## src/rtl/pclk_pkg.sv

```systemverilog
package pclk_pkg;
    localparam int NUM_REF   = 4;
    localparam int SEL_W     = $clog2(NUM_REF);
    localparam int RATIO_W   = 3;
    localparam int RATIO_MAX = 6;
    localparam int NUM_STG   = 2;
    localparam int ADDR_W    = 5;
    localparam int DATA_W    = 32;

    localparam logic [ADDR_W-1:0] OFS_SRC  = 5'h00;
    localparam logic [ADDR_W-1:0] OFS_STG1 = 5'h04;
    localparam logic [ADDR_W-1:0] OFS_STG2 = 5'h08;
    localparam logic [ADDR_W-1:0] OFS_RSV0 = 5'h0C;
    localparam logic [ADDR_W-1:0] OFS_RSV1 = 5'h10;
    localparam logic [ADDR_W-1:0] OFS_GATE = 5'h14;

    typedef struct packed {
        logic [SEL_W-1:0]   src;
        logic [RATIO_W-1:0] r1;
        logic [RATIO_W-1:0] r2;
    } path_cfg_t;

    function automatic logic ratio_ok(input logic [RATIO_W-1:0] code);
        return (code != '0) && (int'(code) <= RATIO_MAX);
    endfunction
endpackage

```

## src/rtl/pclk_regs.sv

```systemverilog
module pclk_regs
    import pclk_pkg::*;
(
    input  logic              clk,
    input  logic              rst,
    input  logic              wr_en,
    input  logic [ADDR_W-1:0] wr_addr,
    input  logic [DATA_W-1:0] wr_data,
    input  logic              rd_en,
    input  logic [ADDR_W-1:0] rd_addr,
    output logic [DATA_W-1:0] rd_data,
    output path_cfg_t         cfg,
    output logic              gate_off
);
    path_cfg_t         cfg_q;
    logic              off_q;
    logic [DATA_W-1:0] rd_q;
    logic [DATA_W-1:0] rd_mux;

    always_ff @(posedge clk) begin
        if (rst) begin
            cfg_q <= '0;
            off_q <= 1'b0;
        end else if (wr_en) begin
            case (wr_addr)
                OFS_SRC:  cfg_q.src <= wr_data[SEL_W-1:0];
                OFS_STG1: cfg_q.r1  <= wr_data[RATIO_W-1:0];
                OFS_STG2: cfg_q.r2  <= wr_data[RATIO_W-1:0];
                OFS_GATE: off_q     <= wr_data[0];
                default:  ;
            endcase
        end
    end

    always_comb begin
        case (rd_addr)
            OFS_SRC:  rd_mux = DATA_W'(cfg_q.src);
            OFS_STG1: rd_mux = DATA_W'(cfg_q.r1);
            OFS_STG2: rd_mux = DATA_W'(cfg_q.r2);
            OFS_GATE: rd_mux = DATA_W'(off_q);
            default:  rd_mux = '0;
        endcase
    end

    always_ff @(posedge clk) begin
        if (rst)        rd_q <= '0;
        else if (rd_en) rd_q <= rd_mux;
    end

    assign rd_data  = rd_q;
    assign cfg      = cfg_q;
    assign gate_off = off_q;
endmodule

```

## src/rtl/pclk_stage.sv

```systemverilog
module pclk_stage #(
    parameter int W = 3
) (
    input  logic         clk,
    input  logic         rst,
    input  logic         clr,
    input  logic         step,
    input  logic [W-1:0] limit,
    output logic [W-1:0] cnt,
    output logic         wrap
);
    localparam logic [W-1:0] ONE = W'(1);
    logic [W-1:0] cnt_q;
    logic         at_end;

    assign at_end = (cnt_q == (limit - ONE));
    assign wrap   = step && at_end && !clr;

    always_ff @(posedge clk) begin
        if (rst || clr)  cnt_q <= '0;
        else if (step)   cnt_q <= at_end ? '0 : cnt_q + ONE;
    end

    assign cnt = cnt_q;
endmodule

```

## src/rtl/periph_clk_unit.sv

```systemverilog
module periph_clk_unit
    import pclk_pkg::*;
(
    input  logic              clk,
    input  logic              rst,
    input  logic [3:0]        ref_tick,
    input  logic              wr_en,
    input  logic [4:0]        wr_addr,
    input  logic [31:0]       wr_data,
    input  logic              rd_en,
    input  logic [4:0]        rd_addr,
    output logic [31:0]       rd_data,
    output logic              clk_en_o
);
    path_cfg_t cfg;
    path_cfg_t act_q;
    logic      gate_off;
    logic      act_valid;
    logic      sel_tick;
    logic      fire;
    logic      out_q;

    logic [NUM_STG-1:0][RATIO_W-1:0] stg_lim;
    logic [NUM_STG-1:0][RATIO_W-1:0] stg_cnt;
    logic [NUM_STG-1:0]              stg_step;
    logic [NUM_STG-1:0]              stg_wrap;

    pclk_regs u_regs (
        .clk      (clk),
        .rst      (rst),
        .wr_en    (wr_en),
        .wr_addr  (wr_addr),
        .wr_data  (wr_data),
        .rd_en    (rd_en),
        .rd_addr  (rd_addr),
        .rd_data  (rd_data),
        .cfg      (cfg),
        .gate_off (gate_off)
    );

    assign act_valid  = ratio_ok(act_q.r1) && ratio_ok(act_q.r2);
    assign sel_tick   = ref_tick[act_q.src];
    assign stg_lim[0] = act_q.r1;
    assign stg_lim[1] = act_q.r2;

    for (genvar i = 0; i < NUM_STG; i++) begin : g_stg
        if (i == 0) begin : g_first
            assign stg_step[i] = act_valid && sel_tick;
        end else begin : g_next
            assign stg_step[i] = stg_wrap[i-1];
        end
        pclk_stage #(.W(RATIO_W)) u_stage (
            .clk   (clk),
            .rst   (rst),
            .clr   (!act_valid),
            .step  (stg_step[i]),
            .limit (stg_lim[i]),
            .cnt   (stg_cnt[i]),
            .wrap  (stg_wrap[i])
        );
    end

    assign fire = stg_wrap[NUM_STG-1];

    // Active setting reloads only at a period boundary or while idle.
    always_ff @(posedge clk) begin
        if (rst) begin
            act_q <= '0;
            out_q <= 1'b0;
        end else begin
            if (fire || !act_valid) act_q <= cfg;
            out_q <= fire && !gate_off;
        end
    end

    assign clk_en_o = out_q;
endmodule

```

## config.mk

```make
export PLATFORM = sky130hd
export DESIGN_NAME = periph_clk_unit
export DESIGN_NICKNAME = d
export VERILOG_FILES = /design/src/rtl/pclk_pkg.sv /design/src/rtl/pclk_regs.sv /design/src/rtl/pclk_stage.sv /design/src/rtl/periph_clk_unit.sv
export SDC_FILE = /design/constraint.sdc
export NUM_CORES = 1
export LEC_CHECK = 0
export ABC_AREA = 1
export BUFFER_PORTS_ARGS = -buffer_cell sky130_fd_sc_hd__buf_4
export CORE_MARGIN = 5
export CORE_UTILIZATION = 47
export CTS_CLUSTER_SIZE = 25
export DETAILED_ROUTE_END_ITERATION = 6
export PLACE_DENSITY = 0.89
export SLEW_MARGIN = 20
export SYNTH_ARGS = -nofsm -noshare
export SYNTH_HDL_FRONTEND = slang
export SYNTH_SLANG_ARGS = --single-unit
```

## constraint.sdc

```tcl
create_clock -name clk -period 1.85 [get_ports clk]
set_input_delay 0.37 -clock clk [delete_from_list [all_inputs] [get_ports clk]]
set_output_delay 0.37 -clock clk [all_outputs]
set_load 0.02 [all_outputs]
```

# == Word-level counts from Yosys, hierarchy flattened ==
# Cells that the tools add are included.
# classes
n_eq_ne,8
magnitude_cmp,3
reduce_logical,21
n_mux,5
n_addsub,4
# op_table
op,n
3-bit case mux with 4 select lines,1
5-bit by 3-bit equality test with 1-bit output (second input constant),2
5-bit by 4-bit equality test with 1-bit output (second input constant),2
5-bit equality test (second input constant),2
5-bit zero test,2
1-bit logical AND,9
2-bit AND reduction,4
3-bit by 1-bit adder with 3-bit output (second input constant),2
3-bit equality test,2
3-bit <= comparator (second input constant),2
3-bit two-way mux,2
3-bit nonzero test,2
3-bit by 1-bit subtractor with 3-bit output (second input constant),2
2-bit by 3-bit < comparator with 1-bit output (second input constant),1
1-bit binary-select mux with 2-bit select,1
1-bit zero test,2
1-bit logical OR,2
1-bit two-way mux,1
# word_totals
register_bits,56
elab_cells,52
in_bits,50
out_inout_bits,33

# == Depth between registers and ports, before layout ==
# Gate-level depths: netlist of run 1.
# depth
ltp_word,9
ltp_mapped,12
mapped_depth_nobuf,12

# == Cells and area by module ==
# A second synthesis of run 1 with hierarchy kept.
# unflattened
hier_cells,277
area_unflattened_um2,1815.5
# by_module_without_submodules
mod,area_per_inst_um2,cells_each,seq_area_each_um2,instances
pclk_regs,814.5,115,240.2,1
periph_clk_unit,548.0,90,180.2,1
pclk_stage,226.5,36,60.1,2

# == Worst setup path after synthesis of run 1 ==
# OpenSTA, ideal clock, no wires.
# synth_path
path_type,reg2reg
start,reg act_q[3] (netlist bit)
end,reg act_q[0] (netlist bit)
required_time_ps,1737
setup_ps,113
slack_ps,233
path_stages_with_launch,10
arrival_time_ps,1504
period_less_slack_ps,1617
path_cell_list,dfxtp_1 inv_1 ha_1 xor2_1 nand2_1 nor2_2 nand3_4 buf_6 a21oi_2 nor2_1
# synth_between
elab_chain_cells,9
# synth_rtl
item,line_no,source
from (decl),periph_clk_unit.sv:16,path_cfg_t act_q;
from (signal assigned),periph_clk_unit.sv:71,if (fire || !act_valid) act_q <= cfg;
"parallel branches: the longest is 8 deep, another holds 3-bit by 1-bit subtractor with 3-bit output",-,
1-bit logical OR *,periph_clk_unit.sv:71,
# Mark *: on every way between the ends.
# A chain may end at the register's enable or synchronous reset.

# == Worst setup path in the final report of run 1 ==
# layout_path
start,reg act_q[3] (netlist bit)
end,reg act_q[2] (netlist bit)
# Same word-level chain as after synthesis.

==> results.md, run 1 <==
* Post-route clock period utilization at 91.3%
* CTS Buf Count at 3
* #FFs+latches synth at 27
* First-pass GRT wire length at 5.53 mm
* Asr flop ratio synth at 0%
* Clk slew on worst S/H paths at 0.09 ns
* Pwr Density at 537 nW/um^2
* Top cell type's share of synthesized area at 29.8%
* Mapped cell area at 1810 um^2
* Final Max Tran Viols at 0
* CP Data Required Time at 2.03 ns
* Primary FF master, synth: dfxtp_1
* Fill count at 349
* Finished Layout Cells at 336
* Final Wtd Congestion at 0.833
* Distinct cells, synth at 31
* CTS root buf: clkbuf_8
* DR pass1 iterations at 4
* Endpoints failing hold at 0
* # rows at 22
* H-tree levels at 1
* Largest net degree at the start of global routing at 19
* Core region area at 3690 um^2
* Dpl hpwl at 2.80 mm
* P&R area growth vs syn at 9.74%
* Setup TNS at 0 ns
* Deepest clock path buffer count at 2
* Chip height at 72.1 um
* Yosys Warn Count at 0
* Die area at 5200 um^2
* Clock skew at 0.00400 ns
* Layout cells sized above 1 at 18.1%
* Starting Density at 49.1%
* Syn avg cell area at 6.89 um^2
* Via-to-Cell Ratio at 4.70
* Worst EP arrival at 1.87 ns
* Number of enable flip-flop cells after synthesis at 0
* Dpl ws at 0.0768 ns
* Grt total ovfl at 0
* Final worst path period need at 1.69 ns
* Nets at 347
* Io pins at 83
* Area leader, netlist: dfxtp_1
* DRT iter0 DRCs at 47
* Diode count at 0
* Final setup vio count at 0
* Worst setup margin at 0.160 ns
* Clk_lat worst skew at 0.28 ns
* Final core occ at 53.9%
* Static leakage at 0.964 nW
* Vias in the first global route at 1386
* GRT Total Usage at 13.2%
* Overall power at 1.07 mW
* Max FO, Critical Path at 18
* Sequential share of the synthesized area at 29.8%
* Initial antenna violation count at 0
* Die width at 72.1 um
* WL per Instance at 10.3 um
* Port Buf Inserts at 24
* Most numerous cell in the Yosys netlist: nand2_1
* Drt total wl at 3.45 mm
* Vias at 1578
* CP Class: register to register
* Commonest cells post-synth: nand2_1, nor2_1, buf_4
* Synthesized instance count at 263
* Post-route DRC at 0
* Final ANT Viol Nets at 0
* CTS tree: yes
* CTS sink cnt at 27
* Top post-synthesis cells by area: dfxtp_1, buf_4, nand2_1
* RSZ-0062 raised after global routing: false
* Status: completed
* Peak VDD IR at 0.000391 V
* Fmax at 592 MHz
* Dpl cells at 331
* Nature of the critical path endpoint: register
* Hold Crit Class: input port to register
* Startpoint types: register
* Max-cap violations at 0
metal layers:
layer / GRT usage [%] / vias to the layer above / part of all wire [%]
met5: 0 / - / 0
met4: 6.89 / 0 / 2.7
met1: 13.7 / 716 / 38
li1: - / 812 / -
met2: 24.9 / 41 / 54
met3: 2.22 / 9 / 4.8
power by group:
| part | switching (mW) | internal [mW] |
|---|---|---|
| clock | 0.188 | 0.151 |
| sequential | 0.00363 | 0.585 |
| combinational | 0.0965 | 0.0426 |
worst max-delay path: stages (launching register included):
cell and delay, ns:
dfxtp_1 0.35, inv_1 0.09, ha_1 0.32, xor2_1 0.13, nand2_1 0.10, nor2_4 0.17, nand3_4 0.08, buf_12 0.16
a21oi_2 0.13, nor2_1 0.05
sequential cells by signal (all words and copies together) (netlist names):
| register | flops |
|---|---|
| g_stg.u_stage.cnt | 6 |
| u_regs.cfg | 8 |
| u_regs.gate_off | 1 |
| act_q | 8 |
| u_regs.rd_data | 3 |
| clk_en_o | 1 |
final cells by class:
type	instances	area, um^2	share of cell area (%)
Clock buffer	3	41.3	2.08
Clock inverter	1	5.00	0.252
Inverter	34	130	6.54
Multi-Input combinational cell	198	1010	50.8
Sequential cell	27	541	27.2
Tap cell	48	60.1	3.02
Timing Repair Buffer	25	200	10.1
layout by cell type (no fill, tap or decap):
cell and count:
a21oi_1 8, a21oi_2 8, buf_12 1, buf_4 24, clkbuf_8 3, clkinv_1 1
clkinv_2 1, conb_1 29, dfxtp_1 27, ha_1 8, inv_1 28, inv_2 4
inv_4 1, nand2_1 58, nand2_2 1, nand2_4 1, nand3_1 18, nand3_2 1
nand3_4 1, nand4_1 5, nor2_1 35, nor2_2 2, nor2_4 2, nor2_8 1
nor3_1 2, nor3_2 1, nor4_1 1, o21a_1 1, o21ai_0 10, o21ai_1 1
or2_0 1, xnor2_1 1, xor2_1 2
logic make-up (layout without fill, tap and decap cells):
| family | Yosys count | count (layout) | synth area share (%) |
|---|---|---|---|
| adders and majority gates | 8 | 8 | 5.53 |
| xor gates and xnor gates | 3 | 3 | 1.45 |
| buffers and inverters | 66 | 63 | 20.4 |
| AOI/OAI and AO/OA | 28 | 28 | 9.53 |
| DFF | 27 | 27 | 29.8 |
| and+or+nand+nor | 130 | 130 | 33.0 |
| other | 1 | 29 | 0.207 |
metrics by stage:
stage / area [um^2] / hold WS, ns
floorplan: 1920 / 0.430
global placement: 1920 / 0.455
detailed placement: 1920 / 0.454
CTS: 1960 / 0.299
global route: 1990 / 0.308
finish: 1990 / 0.306
timing repair:
item / in CTS / in global routing
hold endpoints to repair: 0 / 0
gates resized for setup: 0 / 2
hold buffers: 0 / 0
buffers inserted: 0 / 1
endpoints found under the setup margin: 0 / 11
final timing paths:
check | from | endpoint | slack [ns] | cells past startpoint
hold reg to reg | u_regs.rd_data[0] | u_regs.rd_data[0] | 0.47 | 2
hold / removal | rst | u_regs.rd_data[0] | 0.31 | 2
setup / recovery | act_q[3] | act_q[2] | 0.16 | 9
setup reg to reg | act_q[3] | act_q[2] | 0.16 | 9
No activity file was read; power rests on OpenSTA's default activity.
==> run 2: changes to the inputs <==
Settings changed: CORE_UTILIZATION 47 to 49, PLACE_DENSITY 0.89 to 0.92.
Clock period 1.85 ns to 2 ns, I/O delays scaled along.
==> run 2 against run 1 <==
Design area down 0.19%. Sequential share of layout area grew 0.052 points. Clock power fell by 8.3%. Clock-buffer cell count up 1. Largest power group unchanged.
==> results.md, run 2 (synthesis gave the netlist of run 1 again) <==
* Status: completed
* CTS sink cnt at 27
* Commonest non-fill, non-tap cell in the layout: nand2_1
* Commonest cells after routing, fill and taps aside: nand2_1, nor2_1, conb_1
* Hold slack at 0.352 ns
* Final Max Tran Viols at 0
* Post-route DRC at 0
* Port Buf Inserts at 24
* Nature of the critical path endpoint: register
* Hold Crit Class: input port to register
* Die area at 5010 um^2
* Final Wtd Congestion at 0.792
* DR pass1 iterations at 4
* CTS Hold Bufs at 0
* Final ANT Viol Nets at 0
* WL per Instance at 10.3 um
* Post_cts resized at 0
* Drt total wl at 3.46 mm
* Core region area at 3630 um^2
* Worst EP arrival at 2.00 ns
* Clock skew at 0.00593 ns
* Post-CTS setup buffer count at 0
* Layout cells sized above 1 at 17.7%
* CP Data Required Time at 2.17 ns
* Nets at 347
* Fill count at 341
* First-pass GRT wire length at 5.21 mm
* Slowest stage delay, CP at 0.40 ns
* CTS root buf: clkbuf_8
* Setup TNS at 0 ns
* Startpoint types: register
* Initial antenna violation count at 0
* Chip height at 70.8 um
* Buffers & Inverters on Critical Path at 1
* Vias in the first global route at 1310
* CP top delay family: simple AND/OR/NAND/NOR gates
* RSZ-0062 raised after global routing: false
* Clk slew on worst S/H paths at 0.09 ns
* CTS Buf Count at 3
* Largest net degree at the start of global routing at 19
* CP dominant cell by count: nand2_1
* Vias at 1554
* Grt total ovfl at 0
* Final worst path period need at 1.83 ns
* Slowest stage cell, crit path: dfxtp_1
* Clk_lat worst skew at 0.27 ns
* Post-route clock period utilization at 91.4%
* Deepest clock path buffer count at 2
* Peak VDD IR at 0.000292 V
* Pwr Density at 496 nW/um^2
* Starting Density at 49.9%
* Io pins at 83
* Overall power at 0.984 mW
* CTS tree: yes
* Max-cap violations at 0
* Die width at 70.8 um
* Worst-path cell chain: inv_1 -> ha_1 -> xor2_1 -> nand2_1 -> nor2_4 -> nand2_1 -> o21ai_0 -> nor2_1
* Dpl hpwl at 2.63 mm
* Fmax at 547 MHz
* CP Class: register to register
* P&R area growth vs syn at 9.53%
* # rows at 22
* Max FO, Critical Path at 6
* Endpoints failing hold at 0
* GRT Total Usage at 12.2%
* Via-to-Cell Ratio at 4.63
* Final setup vio count at 0
* H-tree levels at 1
* Diode count at 0
* DRT iter0 DRCs at 70
* Static leakage at 0.951 nW
run 2: changes by cell type in the layout (fill, tap and decap cells not counted), sizes merged:
cell	before	now
nand3	20	21
clkinv	2	1
clkbuf	3	4
buf	25	24
run 2: metrics by stage:
stage | setup slack [ns] | instances | cell area, um^2 | util, %
2_1_floorplan | 0.383 | 291 | 1920 | -
3_3_place_gp | 0.274 | 331 | 1920 | 52.8
3_5_place_dp | 0.226 | 331 | 1920 | 52.8
4_1_cts | 0.165 | 335 | 1960 | 54.0
5_1_grt | 0.0408 | 336 | 1980 | 54.6
6_report | 0.173 | 336 | 1980 | 54.6
run 2: per-layer routing:
layer / track usage, % / up-vias / share of wire [%]
li1: - / 820 / -
met1: 14.2 / 691 / 40
met2: 23.2 / 39 / 54
met3: 1.70 / 4 / 4.6
met4: 3.13 / 0 / 0.89
met5: 0 / - / 0
run 2: layout make-up:
cell class                      count  area [um^2]  area share (%)
Tap cell                           48         60.1            3.03
Sequential cell                    27          541            27.2
Multi-Input combinational cell    199         1030            51.8
Timing Repair Buffer               24          180            9.08
Inverter                           34          130            6.56
Clock buffer                        4         45.0            2.27
run 2: final timing paths:
check | from | to | slack (ns) | cells past startpoint
max | act_q[4] | g_stg[1].u_stage.cnt[1] | 0.17 | 8
min | rst | u_regs.rd_data[0] | 0.35 | 2
max reg2reg | act_q[4] | g_stg[1].u_stage.cnt[1] | 0.17 | 8
min reg2reg | u_regs.rd_data[0] | u_regs.rd_data[0] | 0.47 | 2
run 2: power by group:
group,internal [mW],leakage (nW),switching (mW)
Sequential,0.541,0.218,0.00344
Clock,0.143,0.0228,0.168
Combinational,0.0394,0.710,0.0894
==> run 3: changes to the inputs <==
Settings changed: ABC_AREA 1 to unset, PLACE_DENSITY 0.92 to 0.93.
==> run 3 against run 2 <==
Maximum frequency decreased by 1.6%. Cell count decreased by 23%. Wire length decreased by 12%. Flip-flop and latch count unchanged. Die area decreased by 5.3%. Synthesized cell count decreased by 30%. Setup slack got worse by 0.029 ns. Global-route usage increased by 1.9 points. Non-clock buffer count increased by 6. Area after synthesis decreased by 6.2%. Clock-buffer cell count decreased by 1. Largest cell class unchanged. Highest routed layer unchanged.
==> results.md, run 3 <==
* Drt total wl at 3.03 mm
* R2R Setup Slk at 0.14 ns
* Final setup vio count at 0
* CTS Buf Count at 3
* # rows at 21
* RSZ-0062 raised after global routing: false
* Top cell type's share of synthesized area at 31.8%
* Synth Area in Adders at 5.89%
* Met3 WL at 230 um
* Buffers & Inverters on Critical Path at 2
* Yosys Warn Count at 0
* Port Buf Inserts at 24
* Initial antenna violation count at 0
* Worst path depth at 7
* Post-route clock period utilization at 92.8%
* CTS sink cnt at 27
* Endpoints failing hold at 0
* Met1 WL at 1.24 mm
* Max-cap violations at 0
* CTS tree: yes
* Hold path start: wr_data[2]
* Deepest clock path buffer count at 2
* Fmax at 539 MHz
* GRT Total Usage at 14.1%
* Min-Delay Endpoint: u_regs.cfg[5]
* Via-to-Cell Ratio at 4.84
* #FFs+latches synth at 27
* Compound-Gate Fraction of Synth Area at 6.11%
* H-tree levels at 1
* Nature of the critical path endpoint: register
* Io pins at 83
* Static leakage at 0.824 nW
* Clock skew at 0.0107 ns
* Commonest cells post-synth: buf_4, dfxtp_1, nand2b_1
* Core region area at 3340 um^2
* Syn avg cell area at 9.28 um^2
* Startpoint types: register
* P&R area growth vs syn at 12.0%
* Post-route DRC at 0
* Final Wtd Congestion at 0.821
* Slowest stage cell, crit path: dfxtp_2
* Final Max Tran Viols at 0
* First-pass GRT wire length at 5.02 mm
* CP Class: register to register
* WL per Instance at 11.8 um
* Starting Density at 50.9%
* Clk slew on worst S/H paths at 0.16 ns
* Grt total ovfl at 0
* Final ANT Viol Nets at 0
* Post-Synth Simple-Gate Area at 22.1%
* Largest net degree at the start of global routing at 30
* Mux share of post-synthesis cell area at 13.8%
* Sequential share of the synthesized area at 31.8%
* Mapped cell area at 1700 um^2
* Vias at 1250
* Nets at 271
* Distinct cells, synth at 36
* DR pass1 iterations at 4
* Number of enable flip-flop cells after synthesis at 0
* R2R cell count at 7
* Die width at 68.9 um
* Status: completed
* Met2 WL at 1.50 mm
* Dpl cells at 252
* Peak VDD IR at 0.000308 V
* Primary FF master, synth: dfxtp_1
* Chip height at 68.9 um
* Worst R2R Start: act_q[3]
* Hold Crit Class: input port to register
* Worst reg2reg endpoint: act_q[3]
* Diode count at 0
* Area leader, netlist: dfxtp_1
* Dpl hpwl at 2.49 mm
* DR top layer: met4
* Pwr Density at 486 nW/um^2
* Die area at 4750 um^2
* Slowest stage delay, CP at 0.37 ns
* Worst-path cell chain: inv_1 -> ha_1 -> xor2_1 -> and4_4 -> a211oi_4 -> buf_12 -> mux2i_1
* DRT iter0 DRCs at 64
* Commonest cells after routing, fill and taps aside: conb_1, buf_4, dfxtp_1
* Vias in the first global route at 1209
* Setup TNS at 0 ns
* XOR/XNOR Fraction of Synth Area at 5.23%
* Clk_lat worst skew at 0.34 ns
* Top post-synthesis cells by area: dfxtp_1, buf_4, mux2i_1
* Hold Path Cell Cnt at 3
* CP top delay family: flip-flops
* Asr flop ratio synth at 0%
* Largest family of logic cells by synthesized area: simple AND/OR/NAND/NOR gates
* Final worst path period need at 1.86 ns
* Layout cells sized above 1 at 21.2%
* Most numerous cell in the Yosys netlist: buf_4
* Max FO, Critical Path at 8
* Worst EP arrival at 2.12 ns
* Synthesized instance count at 183
* CTS root buf: clkbuf_4
* CP Data Required Time at 2.27 ns
* Finished Layout Cells at 258
[run 3: area by class of cell]
type                    count  area (um^2)
fillers                   302         1430
clock inverters             1         8.76
well taps                  46         57.6
clock buffers               3         22.5
inverters                   5         18.8
flip-flops and latches     27          546
multi-input cells         146         1010
repair buffers             30          238
[run 3: worst reg2reg max path: stages, from the launching register on]
cell and delay (ns):
dfxtp_2 0.37, inv_1 0.07, ha_1 0.31, xor2_1 0.18, and4_4 0.22, a211oi_4 0.28
buf_12 0.17, mux2i_1 0.19
[run 3: kinds of logic after synthesis]
logic type,Yosys count
other,1
adder cells (fa/ha/maj),8
AO/OA/AOI/OAI,15
AND/OR/NAND/NOR,65
XOR/XNOR,7
multiplexers,22
buffers and inverters,38
flip-flops,27
[run 3: through the flow]
step	setup slack, ns	cell area, um^2	hold slack, ns	utilization [%]	total power [mW]
6_report	0.144	1900	0.291	57.0	0.925
5_1_grt	0.0197	1900	0.301	57.0	0.962
4_1_cts	0.0706	1880	0.283	56.4	0.932
3_5_place_dp	0.0997	1850	0.465	55.5	0.674
3_3_place_gp	0.191	1850	0.458	55.5	0.672
2_1_floorplan	0.166	1800	0.417	-	0.674
[run 3: report_power, final]
| group | internal (mW) | switching [mW] | total [mW] |
|---|---|---|---|
| combinational | 0.0439 | 0.0779 | 0.122 |
| clock | 0.0818 | 0.179 | 0.261 |
| sequential | 0.540 | 0.00192 | 0.542 |
| total | 0.666 | 0.259 | 0.925 |
[run 3: routing by layer]
metal | global-route usage (%) | up-vias
li1 | - | 626
met1 | 14.9 | 572
met2 | 26.7 | 45
met3 | 2.76 | 7
met4 | 6.33 | 0
met5 | 0 | -
[run 3: how the worst max path moves through the flow]
stage                            from                       to
after detailed placement     act_q[3]  g_stg[1].u_stage.cnt[0]
after CTS                    act_q[0]                 act_q[3]
final                        act_q[3]                 act_q[3]
after global placement    ref_tick[3]                 act_q[7]
after floorplan           ref_tick[3]                 act_q[0]
after global routing         act_q[3]                 act_q[3]
[run 3: repair_timing]
item,CTS,global route
gates resized for setup,0,4
setup endpoints to repair,0,8
hold buffers,0,0
setup buffers,0,2
